--- src/rtl/rsc_pkg.sv ---
package rsc_pkg;
  localparam int N_RST     = 6;
  localparam int N_WAKE    = 3;
  localparam int N_REQ     = 2;
  localparam int WAKE_BASE = 8;
  localparam int POR_IDX   = 0;
  localparam int STAT_ADDR = 0;
  localparam int CTRL_ADDR = 1;

  // reset-cause index to status bit position (bit 5 is skipped)
  function automatic int rst_bit(input int idx);
    return (idx < 5) ? idx : idx + 1;
  endfunction
endpackage

--- src/rtl/rsc_sticky.sv ---
module rsc_sticky #(
  parameter int N = 4
) (
  input  logic         clk,
  input  logic         rst,
  input  logic [N-1:0] set_i,
  input  logic [N-1:0] clr_i,
  output logic [N-1:0] flags_o
);
  // set has priority over clear
  always_ff @(posedge clk) begin
    if (rst) flags_o <= '0;
    else     flags_o <= (flags_o & ~clr_i) | set_i;
  end
endmodule

--- src/rtl/rsc_oneshot.sv ---
module rsc_oneshot #(
  parameter int N    = 2,
  parameter int HOLD = 2
) (
  input  logic         clk,
  input  logic         rst,
  input  logic [N-1:0] fire_i,
  output logic [N-1:0] act_o
);
  localparam int CW = $clog2(HOLD + 1);

  for (genvar g = 0; g < N; g++) begin : g_shot
    logic [CW-1:0] cnt_q;
    always_ff @(posedge clk) begin
      if (rst)                        cnt_q <= '0;
      else if (cnt_q != '0)           cnt_q <= cnt_q - 1'b1;
      else if (fire_i[g])             cnt_q <= CW'(HOLD);
    end
    assign act_o[g] = (cnt_q != '0);
  end
endmodule

--- src/rtl/rsc_readback.sv ---
module rsc_readback #(
  parameter int ADDR_W = 4,
  parameter int DATA_W = 32
) (
  input  logic              clk,
  input  logic              rst,
  input  logic              rd_en,
  input  logic [ADDR_W-1:0] addr,
  input  logic [DATA_W-1:0] stat_w,
  input  logic [DATA_W-1:0] ctrl_w,
  output logic [DATA_W-1:0] rdata_o
);
  import rsc_pkg::*;

  always_ff @(posedge clk) begin
    if (rst) rdata_o <= '0;
    else if (rd_en) begin
      if (addr == ADDR_W'(STAT_ADDR))      rdata_o <= stat_w;
      else if (addr == ADDR_W'(CTRL_ADDR)) rdata_o <= ctrl_w;
      else                                 rdata_o <= '0;
    end
  end
endmodule

--- src/rtl/rst_cause_ctrl.sv ---
module rst_cause_ctrl
  import rsc_pkg::*;
#(
  parameter int ADDR_W   = 4,
  parameter int DATA_W   = 32,
  parameter int HOLD_CYC = 2
) (
  input  logic                clk,
  input  logic                rst,
  input  logic [N_RST-1:0]    rst_evt,
  input  logic [N_WAKE-1:0]   wake_evt,
  input  logic                bus_sel,
  input  logic                bus_wr,
  input  logic [ADDR_W-1:0]   bus_addr,
  input  logic [DATA_W-1:0]   bus_wdata,
  output logic [DATA_W-1:0]   bus_rdata,
  output logic [DATA_W-1:0]   stat_word,
  output logic                chip_rst_req,
  output logic                cpu_rst_req
);
  logic                stat_we, ctrl_we, rd_en;
  logic [N_RST-1:0]    rst_clr, rst_q;
  logic [N_WAKE-1:0]   wake_clr, wake_q;
  logic [N_REQ-1:0]    fire, req_act;
  logic [DATA_W-1:0]   ctrl_word;
  logic                unused_wdata;

  assign stat_we      = bus_sel & bus_wr & (bus_addr == ADDR_W'(STAT_ADDR));
  assign ctrl_we      = bus_sel & bus_wr & (bus_addr == ADDR_W'(CTRL_ADDR));
  assign rd_en        = bus_sel & ~bus_wr;
  assign unused_wdata = ^bus_wdata;

  // write-1 clears; the power-on event also clears the other causes
  for (genvar i = 0; i < N_RST; i++) begin : g_rclr
    if (i == POR_IDX) begin : g_por
      assign rst_clr[i] = stat_we & bus_wdata[rst_bit(i)];
    end else begin : g_oth
      assign rst_clr[i] = (stat_we & bus_wdata[rst_bit(i)]) | rst_evt[POR_IDX];
    end
  end

  // one write bit clears the whole wakeup group
  assign wake_clr = {N_WAKE{stat_we & bus_wdata[WAKE_BASE]}};

  rsc_sticky #(.N(N_RST)) u_rst_flags (
    .clk(clk), .rst(rst), .set_i(rst_evt), .clr_i(rst_clr), .flags_o(rst_q)
  );

  rsc_sticky #(.N(N_WAKE)) u_wake_flags (
    .clk(clk), .rst(rst), .set_i(wake_evt), .clr_i(wake_clr), .flags_o(wake_q)
  );

  always_comb begin
    stat_word = '0;
    for (int i = 0; i < N_RST; i++)  stat_word[rst_bit(i)]   = rst_q[i];
    for (int j = 0; j < N_WAKE; j++) stat_word[WAKE_BASE+j] = wake_q[j];
  end

  assign fire = {N_REQ{ctrl_we}} & bus_wdata[N_REQ-1:0];

  rsc_oneshot #(.N(N_REQ), .HOLD(HOLD_CYC)) u_req (
    .clk(clk), .rst(rst), .fire_i(fire), .act_o(req_act)
  );

  always_comb begin
    ctrl_word = '0;
    ctrl_word[N_REQ-1:0] = req_act;
  end

  assign chip_rst_req = req_act[0];
  assign cpu_rst_req  = req_act[1];

  rsc_readback #(.ADDR_W(ADDR_W), .DATA_W(DATA_W)) u_rd (
    .clk(clk), .rst(rst), .rd_en(rd_en), .addr(bus_addr),
    .stat_w(stat_word), .ctrl_w(ctrl_word), .rdata_o(bus_rdata)
  );
endmodule

--- config.mk ---
export PLATFORM = sky130hd
export DESIGN_NAME = rst_cause_ctrl
export DESIGN_NICKNAME = d
export VERILOG_FILES = /design/src/rtl/rsc_pkg.sv /design/src/rtl/rsc_sticky.sv /design/src/rtl/rsc_oneshot.sv /design/src/rtl/rsc_readback.sv /design/src/rtl/rst_cause_ctrl.sv
export SDC_FILE = /design/constraint.sdc
export NUM_CORES = 1
export LEC_CHECK = 0
export ABC_AREA = 1
export BUFFER_PORTS_ARGS = -buffer_cell sky130_fd_sc_hd__buf_2
export CAP_MARGIN = 15
export CELL_PAD_IN_SITES_DETAIL_PLACEMENT = 2
export CELL_PAD_IN_SITES_GLOBAL_PLACEMENT = 2
export CORE_MARGIN = 2
export CORE_UTILIZATION = 19
export DETAILED_ROUTE_END_ITERATION = 8
export HOLD_SLACK_MARGIN = 0.05
export PLACE_DENSITY_LB_ADDON = 0.1
export RECOVER_POWER = 50
export SYNTH_ARGS = -nofsm -noshare
export SYNTH_HDL_FRONTEND = slang
export SYNTH_SLANG_ARGS = --single-unit
--- constraint.sdc ---
create_clock -name clk -period 1.3 [get_ports clk]
set_input_delay 0.065 -clock clk [delete_from_list [all_inputs] [get_ports clk]]
set_output_delay 0.065 -clock clk [all_outputs]
set_load 0.01 [all_outputs]
== Word level (Yosys, flattened, before mapping) ==
Index checks and enable logic that the tools add are counted.

* Memories: 0
* Word-level logic and storage cells: 43
* Output and inout port bits: 66
* Memory bits (writable): 0
* Latch bits: 0
* Bits in read-only memories: 0
* Register bits after elaboration: 45

* Equal/unequal tests: 1
* Multiply operators: 0
* Divide/modulo/power cells: 0
* $add $sub $neg: 2
* Bitwise logic cells: 24
* Shifts and indexed selects: 0
* Order comparisons: 0
* Reductions and logical operators: 5
* Muxes and demuxes: 6

{| class="wikitable"
|+ Operators with widths
! operator !! count
|-
| $mux 32 || 1
|-
| $and 1x1->1 || 11
|-
| $mux 2 || 5
|-
| $reduce_bool 2->1 || 4
|-
| $and 6x6->6 || 1
|-
| $not 6->6 || 1
|-
| $or 6x6->6 || 1
|-
| $or 1x1->1 || 5
|-
| $eq 4x1->1 const B || 1
|-
| $logic_not 4->1 || 1
|-
| $sub 2x1->2 const B || 2
|-
| $and 3x3->3 || 1
|-
| $not 3->3 || 1
|-
| $or 3x3->3 || 1
|-
| $and 2x2->2 || 1
|-
| $not 1->1 || 1
|}

== Longest topological paths before layout ==
Gate-level depths: netlist (run 1).

* Word-level depth: 7
* Depth in mapped cells: 7

== Hierarchy ==
A second synthesis (run 1) with hierarchy kept.

* Cell total of the unflattened synthesis: 415
* Area, all modules: 2,819.0 um2

{| class="wikitable"
|+ Modules (own cells, without submodules)
! module !! area each (um2) !! sequential area each (um2) !! times used !! cells each
|-
| rsc_readback || 1,925.6 || 640.6 || 1 || 282
|-
| rst_cause_ctrl || 317.8 || 0.0 || 1 || 51
|-
| rsc_oneshot || 249.0 || 80.1 || 1 || 37
|-
| rsc_sticky at u_rst_flags || 217.7 || 120.1 || 1 || 30
|-
| rsc_sticky at u_wake_flags || 108.9 || 60.1 || 1 || 15
|}

== Least setup slack after synthesis (run 1) ==
No wires, ideal clock.

* Path kind: register -> register
* Start: register u_req.g_shot[0].cnt_q[0]
* End: register u_rd.rdata_o[0]
* Path slack: 263 ps
* Buffers on the path: 0
* Cell stages (with the launch flop): 8
* Data arrival time: 921 ps
* Cell sequence: dfxtp_1 inv_1 ha_1 inv_1 nand3_1 nand3_1 o211ai_1 inv_1

* Word-level cells in the longest chain between the ends: 3

{| class="wikitable"
|+ Ends and longest elaborated chain
! element !! RTL line !! RTL
|-
| start, declared || rsc_oneshot.sv:13 || <nowiki>logic [CW-1:0] cnt_q;</nowiki>
|-
| start signal, assigned || rsc_oneshot.sv:16 || <nowiki>else if (cnt_q != '0) cnt_q <= cnt_q - 1'b1;</nowiki>
|-
| start signal, assigned || rsc_oneshot.sv:17 || <nowiki>else if (fire_i[g]) cnt_q <= CW'(HOLD);</nowiki>
|-
| $reduce_bool 2->1 || rsc_oneshot.sv:19 || <nowiki>assign act_o[g] = (cnt_q != '0);</nowiki>
|-
| net chip_rst_req || rst_cause_ctrl.sv:18 || <nowiki>output logic chip_rst_req,</nowiki>
|-
| $mux 2 || rsc_readback.sv:19 || <nowiki>else if (addr == ADDR_W'(CTRL_ADDR)) rdata_o <= ctrl_w;</nowiki>
|-
| $mux 32 || rsc_readback.sv:18 || <nowiki>if (addr == ADDR_W'(STAT_ADDR)) rdata_o <= stat_w;</nowiki>
|-
| end signal, assigned || rsc_readback.sv:18 ||
|-
| end signal, assigned || rsc_readback.sv:19 ||
|-
| end, declared || rsc_readback.sv:11 || <nowiki>output logic [DATA_W-1:0] rdata_o</nowiki>
|}

The timed path passes the listed nets, and every way through them passes these cells.
A chain may end at the register's enable or synchronous reset.

== Worst setup path in the final report (run 1) ==
* Start: register u_rst_flags.flags_o[3]
* End: register u_rst_flags.flags_o[3]

* Word-level cells in the longest chain between the ends: 2

{| class="wikitable"
|+ Ends and longest elaborated chain
! element !! RTL line !! RTL
|-
| start, declared || rsc_sticky.sv:8 || <nowiki>output logic [N-1:0] flags_o</nowiki>
|-
| start signal, assigned || rsc_sticky.sv:13 || <nowiki>else flags_o <= (flags_o & ~clr_i) | set_i;</nowiki>
|-
| $and 6x6->6 || rsc_sticky.sv:13 ||
|-
| $or 6x6->6 || rsc_sticky.sv:13 ||
|}

No other way between the ends.

==> results, run 1 <==
- After floorplanning, the core was divided into 31 placement rows.
- Of the total synthesized cell area, the portion taken by XOR and XNOR cells is 0.
- Summed over all layers, the global routing overflow is 0.
- Yosys printed 0 warnings.
- The post-synthesis share of cell area spent on full adders, half adders and majority gates is 0.0353.
- The final layout net count is 301.
- The proportion of netlist area held by the largest area contributor is 0.310.
- The critical path data arrival time is 1.46 ns.
- After detailed routing, the number of remaining DRC violations is 0.
- The worst register-to-register path has a depth of 5.
- The first detailed-routing pass ran for 3 iterations.
- The run finished with clean final reports.
- The area fraction in and, or, nand and nor cells after synthesis is 0.210.
- The initial antenna violation count is 0.
- The standard cell core area is 7250 sq um.
- The number of clock buffers added by TritonCTS is 3.
- The internal portion of the total power is approximately 1.4 mW.
- The die width is 90.4 microns.
- The synthesized cell area is ~1400 sq um.
- The fraction of the cycle the final worst path needs is 0.958.
- After detailed routing, the total wire length is 3790 microns.
- The leakage power figure is 0.920 nW.
- The power density relative to cell area is 1190 nW/um^2.
- The die outline height is 90.4 microns.
- On the final layout, the worst hold slack is 0.0575 ns.
- 0 antenna diodes ended up in the layout.
- The die covers 8170 sq um.
- The worst clock skew is ~0.0049 ns.
- Counting flops and latches in the post-synthesis netlist gives 22.
- The later-pin clock latency in the skew report is 0.27 ns.
- After clock tree synthesis, the clock-pin slew on the worst setup and hold paths is 0.09 ns.
- The most used flip-flop cell after synthesis is sky130_fd_sc_hd__dfxtp_1.
- The startpoint type of the worst setup path is a flip-flop.
- The number of H-tree levels is 1.
- The worst hold path begins at bus_wdata[4].
- In the synthesized netlist the async set-or-reset flop fraction comes to 0.
- The reg2reg setup slack is 0.05 ns.
- The endpoint class of the critical path is a flip-flop.
- Summed over all nets, the switching power comes to 673 uW.
- Setup slack closes at 0.0547 ns.
- The number of routed nets with antenna violations is 0.
- The HPWL reported at the end of detailed placement is ~3000 microns.
- The required time at the worst-slack endpoint is 1.51 ns.
- The clock tree root driver cell is sky130_fd_sc_hd__clkbuf_8.
- The peak fanout along the critical path is 2.
- The maximum clock frequency is 803 MHz.
- The fill cell total of the finished layout is 909.
- Along the worst hold path, the cell count comes to 4.
- Before CTS, the worst setup slack after placement is around 0.13 ns.
- Wire segments on met3 add up to between 200 and 300 microns in the final route.
- The sequential share of the synthesized area is 0.310.
- The tightest min-delay check is of the input pin to flip-flop type.
- The share of total power in combinational logic is 0.307.
- In this run the deepest clock path goes through 2 buffers.
- The number of different library cells in the post-synthesis netlist is 19.
- Dividing the detail-routed via count by the number of cells gives 3.53.
- The total number of vias is ~1200.
- The capturing point of the worst reg2reg path is u_rst_flags.flags_o[3].
- The number of DRC violations after detailed-routing iteration 0 is 15.
- The most frequent cell after synthesis is sky130_fd_sc_hd__buf_4.
- The final RePlAce weighted congestion is 0.648.
- The commonest cells after synthesis are sky130_fd_sc_hd__buf_4 (48), sky130_fd_sc_hd__inv_1 (27), sky130_fd_sc_hd__dfxtp_1 (22), sky130_fd_sc_hd__a21oi_1 (20), sky130_fd_sc_hd__nand2_1 (20).
- The startpoint of the lowest-slack register-to-register path is u_rst_flags.flags_o[3].
- The share of final-layout standard cells stronger than drive strength 1 is 0.235.
- The cell taking the most area after synthesis is sky130_fd_sc_hd__dfxtp_1.
- Buffers placed on the I/O ports in this run total 43.
- The hold violation count in the final report is 0.
- TritonCTS built the clock tree.
- The via count of the first global-routing pass was 1209.
- The total negative setup slack is 0 ns.
- The area growth from synthesis to layout is 23.7%.
- Overall power consumption after layout is estimated at roughly 2.1 mW.
- The fraction of power consumed by sequential logic is 0.378.
- For this run, the total global-route usage over all layers was measured as 0.0946.
- Dividing the synthesized area by the synthesized cell count gives approximately 7.5 sq um.
- The combinational family with the most area after synthesis is buffers and inverters.
- The share of total power dissipated in the clock network is 0.315.
- Yosys attributes the largest share of cell area to sky130_fd_sc_hd__dfxtp_1 (31%), sky130_fd_sc_hd__buf_4 (25%), sky130_fd_sc_hd__inv_1 (7.1%).
- The critical path class is flip-flop to flip-flop.
- The met1 wire length is approximately 1600 microns.
- The fraction of the mapped netlist area in compound gates came to 0.106.
- The critical path starts at u_rst_flags.flags_o[3].
- The effective utilization at floorplan is 0.196.
- The tool flagged a number of max-cap violations equal to 0.
- The number of slew-limit violations in the final report came to 0.
- The maximum VDD drop is 329 uV.
- The routed design could run at a clock period as short as 1.25 ns.
- The routed design uses 1890 microns of met2 wire.
- Of the total power, the share spent switching nets is 0.323.
- The final count of negative-setup-slack endpoints is 0.
- The portion of synthesized area spent on multiplexers is 0.
- The utilization after layout is 0.242.
- The worst hold path terminates at u_rst_flags.flags_o[4].
- Clock tree synthesis found a total of 22 sinks.
- The total I/O pin count is 115.
- In this run the top signal layer used is met4.
- The post-synthesis cell count is 190.
- The synthesized design contains 0 enable-type register cells.
- The average detailed-routed wire length per instance is 11.0 microns.
- The first global-routing pass estimated 6210 microns of wire.
- Entering global routing, the biggest net connects 19 pins.
[metrics by stage]
stage / area, sq um / cells
6_report: 1760 / 346
5_1_grt: 1760 / 346
4_1_cts: 1750 / 344
3_5_place_dp: 1580 / 330
3_3_place_gp: 1580 / 330
2_1_floorplan: 1590 / 235
[final cells by class]
class,count,area (sq um),area share
multi-input cells,135,672,0.383
flip-flops and latches,22,442,0.252
repair buffers,58,342,0.195
well taps,99,124,0.0706
inverters,28,105,0.0599
clock buffers,3,41.3,0.0235
clock inverters,1,30.0,0.0171
[worst max-delay path by stage]
stage | endpoint | slack, ns | depth (start not counted)
floorplan | u_rd.rdata_o[0] | 0.26 | 7
global placement | u_rd.rdata_o[0] | 0.14 | 7
detailed placement | u_rd.rdata_o[0] | 0.13 | 7
CTS | u_rst_flags.flags_o[5] | 0.01 | 5
global route | u_rst_flags.flags_o[3] | -0.02 | 5
finish | u_rst_flags.flags_o[3] | 0.05 | 5
[power by group through the flow]
stage	clock, mW	sequential (mW)	combinational, mW
after floorplan	0	0.815	0.499
after global placement	0	0.807	0.606
after detailed placement	0	0.807	0.616
after CTS	0.701	0.791	0.642
after global routing	0.715	0.798	0.740
final	0.656	0.788	0.641
[sequential cells by signal, summed over array words and instances (netlist names)]
register	count
u_rd.rdata_o	9
u_rst_flags.flags_o	6
u_req.g_shot.cnt_q	4
u_wake_flags.flags_o	3
[logic make-up after synthesis]
logic type / count (synthesis)
buf+inv: 78
other cells: 1
simple gates: 56
compound gates: 29
flops: 22
fa+ha+maj: 4
[placed cells by master (no fill, tap or decap), drive strengths merged]
cell type,n
o21ai,7
dlygate4sd3,9
inv,28
nand4,2
bufinv,1
nand2,23
conb,46
nand3,15
dfxtp,22
clkbuf,11
buf,41
nor2,16
ha,4
o211ai,2
a21oi,20
[repair_timing]
action / in CTS / in global routing
hold buffers: 10 / 0
endpoints found under the setup margin: 0 / 3
buffers inserted: 0 / 3
hold endpoints to repair: 8 / 0
resized for setup: 0 / 5
[per-layer routing]
layer / vias up / global-route usage
li1: 615 / -
met1: 560 / 0.111
met2: 43 / 0.165
met3: 2 / 0.0351
met4: 0 / 0.0192
met5: - / 0
[critical path, cell delays in order, from the launching register on]
cell and delay, ns:
sky130_fd_sc_hd__dfxtp_2 0.34, sky130_fd_sc_hd__inv_1 0.04, sky130_fd_sc_hd__nor2_1 0.08, sky130_fd_sc_hd__nand2_1 0.08, sky130_fd_sc_hd__a21oi_2 0.11, sky130_fd_sc_hd__dlygate4sd3_1 0.54
No activity file was read; power rests on OpenSTA's default activity.
==> run 2: changes to the inputs <==
--- a/config.mk
+++ b/config.mk
@@ -16,6 +16,7 @@
 export HOLD_SLACK_MARGIN = 0.05
 export PLACE_DENSITY_LB_ADDON = 0.1
 export RECOVER_POWER = 50
+export REMOVE_ABC_BUFFERS = 1
 export SYNTH_ARGS = -nofsm -noshare
 export SYNTH_HDL_FRONTEND = slang
 export SYNTH_SLANG_ARGS = --single-unit
==> run 2 against run 1 <==
Effect of this change:
- non-clock buffer count decreased by 4
- worst setup slack improved by 0.050 ns
- global-route usage decreased by 0.46 points
- sequential power about the same
- hold slack better by 0.00052 ns
- clock power rose by 3%
- core utilization down 0.66 points
- highest routed layer unchanged
- largest power group unchanged
- critical path depth fell by 1
- cell count decreased by 1.2%
- combinational power down 2%
- final area down 2.7%
- clock-buffer cell count unchanged
==> results, run 2 (synthesis results as in run 1) <==
- The leakage power figure is 0.903 nW (-1.8%).
- The final critical-path required period is 1.19 ns (-0.0505 ns).
- The flip-flop count of the largest register, all copies and words added is 9 (unchanged).
- The maximum clock frequency is 837 MHz (+4.2%).
- The largest net degree at the start of global routing was 19 (unchanged).
- The clock-pin slew on the worst setup and hold paths is 0.09 ns (about the same).
- The number of H-tree levels came to 1 (unchanged).
- The die width is 90.4 microns (unchanged).
- In the layout the commonest cells are sky130_fd_sc_hd__conb_1 (46), sky130_fd_sc_hd__buf_2 (38), sky130_fd_sc_hd__inv_1 (27).
- The via count of the first global-routing pass was 1260 (+4.2%).
- The kind of path behind the tightest hold check is input pin to flip-flop.
- The total I/O pin count was 115 (unchanged).
- The die outline height is 90.4 microns (unchanged).
- The via-per-instance ratio is 3.50 (-0.65%).
- The total number of vias came to 1198 (-1.8%).
- The post-layout instance area is 1710 sq um (-2.7%).
- The register with the most flip-flops is u_rd.rdata_o.
- The hold violation count in the final report is 0 (unchanged).
- The worst-case setup slack after placement is 0.125 ns (-0.000110 ns).
- The flow ran to the end, and the final reports show no timing, DRC or antenna violations.
- The share of final-layout standard cells stronger than drive strength 1 is 0.222 (-0.0126).
- The clock tree root driver cell is sky130_fd_sc_hd__clkbuf_8.
- The switching component of the power came to 691 uW (+2.7%).
- The largest registers in the layout are u_rd.rdata_o (9), u_rst_flags.flags_o (6), u_req.g_shot.cnt_q (4).
- The signal on the critical path passes through inv_1 -> ha_2 -> inv_1 -> buf_2.
- The later-pin clock latency in the skew report came to 0.27 ns (about the same).
- The HPWL reported at the end of detailed placement came to 2990 microns (+2.0%).
- The average detailed-routed wire length per instance is 11.0 microns (about the same).
- The area growth from synthesis to layout is 20.4%.
- The fraction of the cycle the final worst path needs is 0.919 (-0.0388).
- At the pin with the least slew margin, the transition time is 0.680 ns.
- The number of sinks handled by clock tree synthesis is 22 (unchanged).
- The total overflow reported by the global router is 0 (unchanged).
- The required time at the worst-slack endpoint was 1.24 ns (-0.27 ns).
- The routed wire length is 3750 microns (-1.2%).
- The effective utilization at floorplan came to 0.196 (unchanged).
- TritonCTS built the clock tree.
- The fill cell total of the finished layout is 900 (-0.99%).
- The number of buffers created by CTS is 3 (unchanged).
- The number of slew-limit violations in the final report is 0 (unchanged).
- The critical path data arrival time is 1.13 ns (-0.33 ns).
- The most common library cell in the layout ignoring fill and taps is sky130_fd_sc_hd__conb_1.
- The worst hold margin is 0.0580 ns (+0.000517 ns).
- The area of the die came to 8170 sq um (unchanged).
- The final layout net count was 297 (-1.3%).
- The final count of negative-setup-slack endpoints is 0 (unchanged).
- The internal power consumption is 1.40 mW (-0.48%).
- The cell repeated most along the worst path is sky130_fd_sc_hd__inv_1.
- The peak fanout along the critical path came to 5 (+3).
- The cell row count is 31 (unchanged).
- The worst clock skew came to 0.00232 ns (-0.00254 ns).
- The reg2reg setup slack is 0.18 ns (+0.13 ns).
- The power density relative to cell area is 1230 nW/um^2 (+3.4%).
- The total negative setup slack was 0 ns (unchanged).
- The combined global-route utilization of all metal layers is 0.0899 (-0.00462).
- The detailed-routing iteration count for the pre-antenna-repair pass is 4 (+1).
- The critical path's largest stage delay came to 0.31 ns (-0.23 ns).
- The placement-stage cell area is 1580 sq um (unchanged).
- The max-cap check violation count is 0 (unchanged).
- The count of input and output buffers is 43 (unchanged).
- The number of routed nets with antenna violations is 0 (unchanged).
- The share of total power in combinational logic is 0.301 (-0.006).
- The fraction of power consumed by sequential logic is 0.377 (about the same).
- The post-layout worst setup margin is 0.105 ns (+0.0505 ns).
- STA classifies the critical path endpoint as an output port.
- The critical path class is flip-flop to output port.
- The switching share of power is 0.330 (+0.00699).
- The clock tree buffer depth is 2 (unchanged).
- The standard cell core area is 7250 sq um (unchanged).
- The final RePlAce weighted congestion is 0.643 (-0.76%).
- The number of setup buffers added after CTS came to 0 (unchanged).
- The number of antenna repair diodes is 0 (unchanged).
- The count of unresolved DRC violations after routing is 0 (unchanged).
- The portion of total power attributed to the clock network came to 0.322 (+0.007).
- Setup repair after global routing left no endpoint under its margin.
- The maximum VDD drop is 339 uV (+2.8%).
- The slowest stage of the critical path belongs to the cell sky130_fd_sc_hd__dfxtp_1.
- The initial antenna violation count is 0 (unchanged).
- The headroom to the max-slew limit is 0.546.
- The number of DRC violations after detailed-routing iteration 0 is 22 (+7).
- The global-route wire length before repair is 6030 microns (-2.9%).
- STA classifies the critical path startpoint as a flip-flop.
[run 2: final timing paths]
kind / from / to / depth (start not counted)
worst min-delay path: bus_wdata[2] / u_rst_flags.flags_o[2] / 4
worst max-delay path: u_req.g_shot[1].cnt_q[0] / cpu_rst_req / 4
worst max register to register: u_req.g_shot[0].cnt_q[0] / u_rd.rdata_o[0] / 7
worst min register to register: u_wake_flags.flags_o[2] / u_wake_flags.flags_o[2] / 2
[run 2: through the flow]
stage	total power, mW	utilization	instances
finish	2.10	0.235	342
floorplan	1.20	-	185
detailed placement	1.42	0.218	330
global route	2.25	0.235	342
global placement	1.42	0.218	330
CTS	2.12	0.238	342
[run 2: layer usage]
layer	wire (microns)	GRT usage	vias up
li1	-	-	604
met5	0	0	-
met2	1790	0.155	48
met1	1640	0.111	544
met4	18	0.0192	0
met3	297	0.0267	2
[run 2: power by group through the flow]
| stage | clock network [mW] | registers [mW] | logic [mW] |
|---|---|---|---|
| 6_report | 0.674 | 0.791 | 0.631 |
| 3_3_place_gp | 0 | 0.809 | 0.609 |
| 5_1_grt | 0.718 | 0.801 | 0.733 |
| 3_5_place_dp | 0 | 0.808 | 0.614 |
| 4_1_cts | 0.690 | 0.792 | 0.635 |
| 2_1_floorplan | 0 | 0.815 | 0.386 |
[run 2: timing repair]
item | 4_1_cts | 5_1_grt
hold buffers | 8 | 0
endpoints found under the setup margin | 0 | 3
resized for setup | 0 | 2
endpoints found under the hold margin | 8 | 0
[run 2: critical path: cells and delay by family, from the launching register on]
family                     cells  cell delay (ns)
adders and majority gates      1             0.23
buffers and inverters          3             0.32
DFF                            1             0.31
[run 2: final cells by class]
| type | count | area, sq um | share of cell area |
|---|---|---|---|
| inverters | 28 | 105 | 0.0615 |
| clock inverters | 1 | 30.0 | 0.0176 |
| repair buffers | 54 | 312 | 0.182 |
| well taps | 99 | 124 | 0.0725 |
| multi-input cells | 135 | 656 | 0.384 |
| flip-flops and latches | 22 | 440 | 0.258 |
| clock buffers | 3 | 41.3 | 0.0242 |
==> run 3: changes to the inputs <==
--- a/config.mk
+++ b/config.mk
@@ -6,7 +6,7 @@
 export NUM_CORES = 1
 export LEC_CHECK = 0
 export ABC_AREA = 1
-export BUFFER_PORTS_ARGS = -buffer_cell sky130_fd_sc_hd__buf_2
+export BUFFER_PORTS_ARGS = -buffer_cell sky130_fd_sc_hd__clkbuf_2
 export CAP_MARGIN = 15
 export CELL_PAD_IN_SITES_DETAIL_PLACEMENT = 2
 export CELL_PAD_IN_SITES_GLOBAL_PLACEMENT = 2
==> run 3 against run 2 <==
Effect of this change:
- critical path type unchanged
- final area fell by 1.4%
- combinational power decreased by 2%
- via count rose by 1.9%
- non-clock buffer count stayed put
- register-to-register slack better by 0.04 ns
==> results, run 3 (synthesis results as in run 1) <==
- The run finished with clean final reports.
- The total overflow reported by the global router was 0 (unchanged).
- The number of sinks handled by clock tree synthesis is 22 (unchanged).
- The maximum VDD drop came to 382 uV (+13%).
- The library cells used most frequently in the layout, excluding fill and tap cells, are sky130_fd_sc_hd__conb_1 (46), sky130_fd_sc_hd__clkbuf_2 (36), sky130_fd_sc_hd__inv_1 (27).
- The HPWL reported at the end of detailed placement was 3000 microns (+0.43%).
- The peak fanout along the critical path came to 5 (unchanged).
- The die outline height is 90.4 microns (unchanged).
- The total number of vias was 1221 (+1.9%).
- The via count of the first global-routing pass was 1249 (-0.87%).
- The required time at the worst-slack endpoint is 1.24 ns (about the same).
- The post-layout instance area is 1680 sq um (-1.4%).
- The total negative setup slack was 0 ns (unchanged).
- The later-pin clock latency in the skew report is 0.26 ns (about the same).
- The startpoint type of the worst setup path is a flip-flop.
- The critical path class is flip-flop to output port.
- The final layout net count is 297 (unchanged).
- The cell row count is 31 (unchanged).
- The worst clock skew is 0.000983 ns (-0.00133 ns).
- The number of slew-limit violations in the final report is 0 (unchanged).
- The placement-stage cell area is 1580 sq um (unchanged).
- The maximum clock frequency was 870 MHz (+3.9%).
- The root buffer cell chosen for the clock tree is sky130_fd_sc_hd__clkbuf_8.
- The number of antenna repair diodes was 0 (unchanged).
- The final RePlAce weighted congestion was 0.647 (+0.65%).
- The max-cap check violation count is 0 (unchanged).
- The number of DRC violations after detailed-routing iteration 0 was 8 (-64%).
- The critical path starts at u_req.g_shot[0].cnt_q[0].
- The standard cell core area is 7250 sq um (unchanged).
- The total I/O pin count is 115 (unchanged).
- The global-route wire length before repair is 6120 microns (+1.5%).
- The area growth from synthesis to layout is 18.7%.
- The number of setup buffers added after CTS is 0 (unchanged).
- The clock-pin slew on the worst setup and hold paths is 0.09 ns (about the same).
- The share of final-layout standard cells stronger than drive strength 1 is 0.214 (-0.00823).
- The worst hold margin is 0.0597 ns (+0.00177 ns).
- The largest net degree at the start of global routing is 19 (unchanged).
- The critical path data arrival time was 1.08 ns (-0.05 ns).
- The leakage power figure is 0.874 nW (-3.3%).
- The count of unresolved DRC violations after routing is 0 (unchanged).
- The path class of the tightest hold or removal check is input pin to flip-flop.
- Setup repair after global routing left no endpoint under its margin.
- The initial antenna violation count was 0 (unchanged).
- The most common library cell in the layout ignoring fill and taps is sky130_fd_sc_hd__conb_1.
- The hold violation count in the final report is 0 (unchanged).
- The average detailed-routed wire length per instance came to 10.8 microns (-1.4%).
- The final count of negative-setup-slack endpoints came to 0 (unchanged).
- The die width is 90.4 microns (unchanged).
- The combined global-route utilization of all metal layers was 0.0918 (+0.00185).
- The number of routed nets with antenna violations is 0 (unchanged).
- The clock tree buffer depth came to 2 (unchanged).
- The final critical-path required period was 1.15 ns (-0.0451 ns).
- The register area is 440 sq um (unchanged).
- The area of the die is 8170 sq um (unchanged).
- In the final layout, the registers with the most flip-flops are u_rd.rdata_o (9), u_rst_flags.flags_o (6), u_req.g_shot.cnt_q (4).
- The startpoint of the lowest-slack register-to-register path is u_req.g_shot[0].cnt_q[0].
- The flip-flop count of the largest register, all copies and words added is 9 (unchanged).
- The via-per-instance ratio is 3.57 (+1.9%).
- The CTS tree is yes.
- The number of buffers created by CTS is 3 (unchanged).
- The source of the worst hold timing path is bus_wdata[2].
- The fraction of the cycle the final worst path needs was 0.884 (-0.0347).
- The effective utilization at floorplan was 0.196 (unchanged).
- u_rd.rdata_o holds more flip-flops than any other register.
- The detailed-routing iteration count for the pre-antenna-repair pass came to 2 (-2).
- The number of H-tree levels was 1 (unchanged).
- The fill cell total of the finished layout came to 928 (+3.1%).
- The routed wire length was 3700 microns (-1.4%).
- The power density relative to cell area is 1140 nW/um^2 (-7.3%).
- The endpoint class of the critical path is an output port.
- The multi-input combinational cell area is 654 sq um (-0.19%).
- The count of input and output buffers is 43 (unchanged).
run 3: changes by cell type in the layout (fill, tap and decap cells not counted), sizes merged:
cell and change:
buf -39, clkbuf +40, bufinv -1
run 3: report_power, final:
group | internal (mW) | switching (mW)
logic | 0.237 | 0.379
registers | 0.751 | 0.0390
clock network | 0.270 | 0.238
total | 1.26 | 0.657
run 3: worst max-delay path: stages (launching register included):
cell and delay (ns):
sky130_fd_sc_hd__dfxtp_1 0.30, sky130_fd_sc_hd__inv_1 0.09, sky130_fd_sc_hd__ha_2 0.23, sky130_fd_sc_hd__inv_1 0.07, sky130_fd_sc_hd__clkbuf_2 0.13
run 3: final timing paths:
path                              to  slack (ns)  cells past startpoint
max                     chip_rst_req        0.15                      4
min reg2reg  u_wake_flags.flags_o[1]        0.49                      2
max reg2reg          u_rd.rdata_o[0]        0.22                      7
min           u_rst_flags.flags_o[2]        0.06                      4
run 3: layout make-up:
cell class | count | share of cell area
multi-input combinational | 135 | 0.389
clock buffer | 4 | 0.0327
sequential | 22 | 0.262
timing repair buffer | 54 | 0.181
inverter | 28 | 0.0624
tap | 99 | 0.0736
run 3: timing repair:
item	in CTS	in global routing
endpoints found under the hold margin	8	0
hold buffers	8	0
resized for setup	0	2
endpoints found under the setup margin	0	2
run 3: through the flow:
step           setup slack (ns)  total power, mW  std cells   util
6_report                  0.150             1.92        342  0.232
5_1_grt                  0.0318             2.12        342  0.232
4_1_cts                  0.0671             1.98        342  0.236
3_3_place_gp              0.157             1.42        330  0.218
2_1_floorplan             0.257             1.20        185      -
3_5_place_dp              0.173             1.42        330  0.218
run 3: per-layer routing:
| layer | global-route usage | wire (microns) | vias to the layer above |
|---|---|---|---|
| met4 | 0.0231 | 25 | 0 |
| met2 | 0.158 | 1800 | 50 |
| li1 | - | - | 610 |
| met5 | 0 | 0 | - |
| met3 | 0.0234 | 258 | 4 |
| met1 | 0.114 | 1620 | 557 |
